`config.mk`:
```
export PLATFORM = sky130hd
export DESIGN_NAME = tdm_mem_sched
export DESIGN_NICKNAME = d
export VERILOG_FILES = /design/src/rtl/tdm_sched_pkg.sv /design/src/rtl/sched_queue.sv /design/src/rtl/turn_timer.sv /design/src/rtl/bank_guard.sv /design/src/rtl/tdm_mem_sched.sv
export SDC_FILE = /design/constraint.sdc
export NUM_CORES = 1
export LEC_CHECK = 0
export BUFFER_PORTS_ARGS = -buffer_cell sky130_fd_sc_hd__buf_2
export CAP_MARGIN = 20
export CORE_MARGIN = 3
export CORE_UTILIZATION = 55
export CTS_BUF_LIST = sky130_fd_sc_hd__clkbuf_8
export CTS_CLUSTER_SIZE = 28
export DETAILED_ROUTE_END_ITERATION = 12
export HOLD_SLACK_MARGIN = 0.03
export MAX_ROUTING_LAYER = met4
export PLACE_DENSITY = 0.77
export SYNTH_ARGS = -nofsm -noshare
export SYNTH_HDL_FRONTEND = slang
export SYNTH_HIERARCHICAL = 1
export SYNTH_SLANG_ARGS = --single-unit
```
`constraint.sdc`:
```
create_clock -name clk -period 4.1 [get_ports clk]
set_input_delay 0.615 -clock clk [delete_from_list [all_inputs] [get_ports clk]]
set_output_delay 0.615 -clock clk [all_outputs]
set_load 0.005 [all_outputs]
```
`src/rtl/tdm_sched_pkg.sv`:
```
package tdm_sched_pkg;
  typedef enum logic {
    SCHED_SHARED = 1'b0,
    SCHED_SPLIT  = 1'b1
  } sched_mode_e;

  function automatic int dead_cycles(sched_mode_e mode, int shared_d, int split_d);
    return (mode == SCHED_SPLIT) ? split_d : shared_d;
  endfunction
endpackage

```
`src/rtl/sched_queue.sv`:
```
module sched_queue #(
  parameter int W     = 14,
  parameter int DEPTH = 4
) (
  input  logic         clk,
  input  logic         rst_n,
  input  logic         push,
  input  logic [W-1:0] din,
  input  logic         pop,
  output logic [W-1:0] dout,
  output logic         empty,
  output logic         full
);
  localparam int PW = (DEPTH > 1) ? $clog2(DEPTH) : 1;
  localparam int CW = $clog2(DEPTH + 1);

  logic [W-1:0]  mem [DEPTH];
  logic [PW-1:0] wp, rp;
  logic [CW-1:0] cnt;

  logic do_push, do_pop;
  assign do_push = push && !full;
  assign do_pop  = pop && !empty;

  always_ff @(posedge clk) begin
    if (do_push) mem[wp] <= din;
  end

  always_ff @(posedge clk) begin
    if (!rst_n) begin
      wp  <= '0;
      rp  <= '0;
      cnt <= '0;
    end else begin
      if (do_push) wp <= (wp == PW'(DEPTH - 1)) ? '0 : wp + 1'b1;
      if (do_pop)  rp <= (rp == PW'(DEPTH - 1)) ? '0 : rp + 1'b1;
      case ({do_push, do_pop})
        2'b10:   cnt <= cnt + 1'b1;
        2'b01:   cnt <= cnt - 1'b1;
        default: cnt <= cnt;
      endcase
    end
  end

  assign dout  = mem[rp];
  assign empty = (cnt == '0);
  assign full  = (cnt == CW'(DEPTH));
endmodule

```
`src/rtl/turn_timer.sv`:
```
module turn_timer
  import tdm_sched_pkg::*;
#(
  parameter int N_DOM        = 2,
  parameter int DOM_W        = 1,
  parameter int TURN_W       = 8,
  parameter int DEAD_SHARED  = 46,
  parameter int DEAD_SPLIT   = 8,
  parameter int DEFAULT_TURN = 64
) (
  input  logic                    clk,
  input  logic                    rst_n,
  input  logic                    load,
  input  logic [N_DOM*TURN_W-1:0] load_len,
  input  logic                    load_split,
  output logic [DOM_W-1:0]        owner,
  output logic [TURN_W-1:0]       pos,
  output logic [TURN_W-1:0]       cur_len,
  output logic                    slot_open,
  output logic                    split_mode
);
  logic [TURN_W-1:0] len_q [N_DOM];
  sched_mode_e       mode_q;
  logic [DOM_W-1:0]  owner_q;
  logic [TURN_W-1:0] pos_q;
  logic [31:0]       dead_len;
  logic              turn_end;

  assign cur_len  = (len_q[owner_q] == '0) ? TURN_W'(1) : len_q[owner_q];
  assign dead_len = 32'(dead_cycles(mode_q, DEAD_SHARED, DEAD_SPLIT));
  assign slot_open = (32'(pos_q) + dead_len) < 32'(cur_len);
  assign turn_end  = (pos_q == cur_len - 1'b1);

  always_ff @(posedge clk) begin
    if (!rst_n) begin
      for (int d = 0; d < N_DOM; d++) len_q[d] <= TURN_W'(DEFAULT_TURN);
      mode_q  <= SCHED_SHARED;
      owner_q <= '0;
      pos_q   <= '0;
    end else if (load) begin
      for (int d = 0; d < N_DOM; d++) len_q[d] <= load_len[d*TURN_W +: TURN_W];
      mode_q  <= load_split ? SCHED_SPLIT : SCHED_SHARED;
      owner_q <= '0;
      pos_q   <= '0;
    end else if (turn_end) begin
      pos_q   <= '0;
      owner_q <= (owner_q == DOM_W'(N_DOM - 1)) ? '0 : owner_q + 1'b1;
    end else begin
      pos_q   <= pos_q + 1'b1;
    end
  end

  assign owner      = owner_q;
  assign pos        = pos_q;
  assign split_mode = (mode_q == SCHED_SPLIT);
endmodule

```
`src/rtl/bank_guard.sv`:
```
module bank_guard #(
  parameter int N_DOM  = 2,
  parameter int DOM_W  = 1,
  parameter int BANK_W = 2
) (
  input  logic              split,
  input  logic [DOM_W-1:0]  dom,
  input  logic [BANK_W-1:0] bank,
  output logic              ok
);
  localparam int NBANK = 1 << BANK_W;
  localparam int PER   = (NBANK / N_DOM > 0) ? NBANK / N_DOM : 1;

  logic [31:0] bank_owner;
  assign bank_owner = 32'(bank) / 32'(PER);
  assign ok = !split || (bank_owner == 32'(dom));
endmodule

```
`src/rtl/tdm_mem_sched.sv`:
```
module tdm_mem_sched #(
  parameter int N_DOM        = 2,
  parameter int DOM_W        = (N_DOM > 1) ? $clog2(N_DOM) : 1,
  parameter int TURN_W       = 8,
  parameter int BANK_W       = 2,
  parameter int ADDR_W       = 12,
  parameter int DEPTH        = 4,
  parameter int DEAD_SHARED  = 46,
  parameter int DEAD_SPLIT   = 8,
  parameter int DEFAULT_TURN = 64
) (
  input  logic                    clk,
  input  logic                    rst_n,
  input  logic                    cfg_load,
  input  logic [N_DOM*TURN_W-1:0] cfg_turn_len,
  input  logic                    cfg_split,
  input  logic                    req_valid,
  output logic                    req_ready,
  input  logic [DOM_W-1:0]        req_dom,
  input  logic [BANK_W-1:0]       req_bank,
  input  logic [ADDR_W-1:0]       req_addr,
  output logic                    iss_valid,
  input  logic                    iss_ready,
  output logic [DOM_W-1:0]        iss_dom,
  output logic [BANK_W-1:0]       iss_bank,
  output logic [ADDR_W-1:0]       iss_addr,
  output logic                    err_drop
);
  localparam int EW = BANK_W + ADDR_W;

  logic [DOM_W-1:0]  owner;
  logic [TURN_W-1:0] pos;
  logic [TURN_W-1:0] cur_len;
  logic              slot_open;
  logic              split_mode;
  logic              bank_ok;
  logic              accept;
  logic              load_go;

  logic [EW-1:0] head    [N_DOM];
  logic [N_DOM-1:0] empty_v, full_v, push_v, pop_v;

  assign load_go = cfg_load && (&empty_v);

  turn_timer #(
    .N_DOM(N_DOM), .DOM_W(DOM_W), .TURN_W(TURN_W),
    .DEAD_SHARED(DEAD_SHARED), .DEAD_SPLIT(DEAD_SPLIT),
    .DEFAULT_TURN(DEFAULT_TURN)
  ) timer_i (
    .clk(clk), .rst_n(rst_n),
    .load(load_go), .load_len(cfg_turn_len), .load_split(cfg_split),
    .owner(owner), .pos(pos), .cur_len(cur_len),
    .slot_open(slot_open), .split_mode(split_mode)
  );

  bank_guard #(.N_DOM(N_DOM), .DOM_W(DOM_W), .BANK_W(BANK_W)) guard_i (
    .split(split_mode), .dom(req_dom), .bank(req_bank), .ok(bank_ok)
  );

  assign req_ready = !full_v[req_dom];
  assign accept    = req_valid && req_ready;

  for (genvar d = 0; d < N_DOM; d++) begin : g_dom
    assign push_v[d] = accept && bank_ok && (req_dom == DOM_W'(d));
    assign pop_v[d]  = iss_valid && iss_ready && (owner == DOM_W'(d));
    sched_queue #(.W(EW), .DEPTH(DEPTH)) q_i (
      .clk(clk), .rst_n(rst_n),
      .push(push_v[d]), .din({req_bank, req_addr}),
      .pop(pop_v[d]), .dout(head[d]),
      .empty(empty_v[d]), .full(full_v[d])
    );
  end

  assign iss_valid            = slot_open && !empty_v[owner];
  assign iss_dom              = owner;
  assign {iss_bank, iss_addr} = head[owner];

  always_ff @(posedge clk) begin
    if (!rst_n) err_drop <= 1'b0;
    else        err_drop <= accept && !bank_ok;
  end
endmodule

```
==> flow_summary.ini <==
[outcome]
status = complete, no violations

[cts]
cts_max_path_buffers = 2
cts_tree = yes
ctsRootBufferMaster = clkbuf_8
cts_buffers = 17
cts_htree_levels = 4
clk_pin_slew_worst_paths_ns = 0.08
clock-sinks = 158
insertion_delay_ns = 0.44

[worst_setup_path]
rrSetupSlack_ns = 0.14
crit_buf_inv = 3
critical_path.endpoint_type = flop
timing.rr.start = timer_i/split_mode
critPathTopFamily = adder cells
critPathMaxFanout = 4
crit_slowest_cell = fa_2
critPathCapture = g_dom[1].q_i/cnt[2]
cp_cell_sequence = inv_2 -> ha_2 -> fa_2 -> o21ai_2 -> nor2_1 -> o21ai_1 -> xnor2_1 -> ha_1 -> a211oi_2 -> o21a_1 -> nand2_2 -> nor3b_2 -> o31ai_1 -> inv_1 -> ha_2 -> inv_1 -> fa_1 -> xor2_1 -> or3_1 -> a21boi_1
worst_r2r_path_depth = 20
reg2reg_to = g_dom[1].q_i/cnt[2]
worst_ep_arrival_time_ns = 4.33
crit_type = flop to flop
crit_required_ns = 4.47
cp-startpoint = timer_i/split_mode
path_depth = 20
slowest_delay_ns = 0.37
crit_path_start_kind = flop

[finish]
area_growth_syn_to_layout_pct = 13.4
final_util_pct = 64.1
final_cell_area_mm2 = 0.00812
drive_above_1_share_pct = 30.8
antenna_cells = 0
nets = 587
final_cells = 707

[synthesis]
yosysWarnings = 6
avgSynthCellArea_um2 = 15.8
syn_inst = 453
synth_area_mm2 = 0.00716
syn_nets = 518

[power]
vdd_drop_max_v = 0.000232
power.leakage_nw = 2.91
total_power_mw = 3.36
power.density_mw_per_mm2 = 414

[sta]
finalHoldViolations = 0
tightestPinTransition_ns = 0.960
period_share_pct = 96.5
maxSlewViolCount = 0
maxSlewHeadroom_pct = 35.9
hold_ws_ns = 0.435
fmax_mhz = 253
setup_violations = 0
fin_crit_ns = 3.96
fin_skew_ns = 0.00914

[worst_hold_path]
hp-class = primary input to flop

[global_route]
grt.total_usage_pct = 19.9
grt_pass1_vias = 4046
grt_remaining_overflow = 0
grt_pass1_wl_mm = 20.9
grt_max_degree = 42
grt_antenna_before_repair = 0

[die]
dieArea_mm2 = 0.0144
chipHeight_um = 120
start_util_pct = 56.5
ios = 55
core_mm2 = 0.0127
rows = 41
die_w_um = 120

[detailed_routing]
wl_met2_mm = 6.96
viasPerCell = 5.63
highest_layer = met4
drt_iter0_markers = 316
wl_per_cell_um = 19.1
routed_wl_mm = 13.5
dr.pass1.iters = 4
vias = 3979
ant_nets = 0
wl_met3_um = 490
drc = 0
wl_met1_mm = 5.88

[placement]
dpl_cell_area_mm2 = 0.00752
port_buffers = 54
dpl.hpwl_mm = 8.47
placed_cells = 666
gp_congestion = 0.857

[run]
maxCapViolCount = 0
[what timing repair did]
action                                  in CTS  in global routing
hold buffers                                 0                  0
endpoints found under the setup margin       2                  4
gates resized for setup                      5                 27
pin swaps                                    0                 12
buffers inserted                             0                  9
[where the power goes]
group	internal, mW	switching [mW]
Clock	0.611	0.581
Combinational	0.155	0.177
Sequential	1.79	0.0405
[layout by cell type, fill, tap and decap left out, drive strengths merged, types with 2 or more instances in the layout]
cell / n
bufinv: 3
buf: 70
a21oi: 3
nand3: 8
edfxtp: 128
dfxtp: 30
clkbuf: 17
a21boi: 2
or3: 2
fa: 3
and2: 13
nand3b: 3
inv: 27
o31ai: 2
and3: 16
nor3: 9
nor2b: 4
mux2: 14
nand2b: 3
mux2i: 15
ha: 25
xnor2: 16
clkinv: 3
nand2: 20
clkinvlp: 2
xor2: 11
o21ai: 14
nor2: 21
nor3b: 9
o21a: 5
mux4: 28
[worst min path at each step]
stage                                start  depth (start not counted)                endpoint
final                          req_addr[7]                          1  g_dom[1].q_i/mem[0][7]
after global routing           req_addr[4]                          1  g_dom[0].q_i/mem[2][4]
after global placement      timer_i/pos[0]                          1          timer_i/pos[0]
after CTS                 cfg_turn_len[14]                          2     timer_i/len_q[1][6]
after floorplan             timer_i/pos[0]                          1          timer_i/pos[0]
after detailed placement    timer_i/pos[0]                          1          timer_i/pos[0]
[metal layers]
layer,vias to the layer above,global-route usage (%)
li1,1848,-
met1,2027,26.0
met2,89,31.4
met3,15,4.76
met4,0,5.73
met5,-,-
[flip-flops by register name, indices dropped and copies added, names as in the netlist, named ones only]
name                count
g_dom.q_i/cnt           6
timer_i/split_mode      1
timer_i/len_q          16
g_dom.q_i/wp            4
err_drop                1
g_dom.q_i/rp            4
timer_i/owner           1
timer_i/pos             8
g_dom.q_i/mem         112
[layout make-up]
type | instances | area [um2]
fillers | 897 | 4550
flip-flops and latches | 158 | 4450
multi-input cells | 255 | 2570
repair buffers | 70 | 390
clock buffers | 17 | 234
well taps | 172 | 215
clock inverters | 15 | 180
inverters | 20 | 75.1
[through the flow]
stage	TNS, ns	worst slack, ns
after floorplan	0	0.308
after global placement	0	0.204
after detailed placement	-0.0849	-0.0710
after CTS	0	0.0320
after global routing	-0.220	-0.118
final	0	0.142
(Power assumes the default switching activity.)
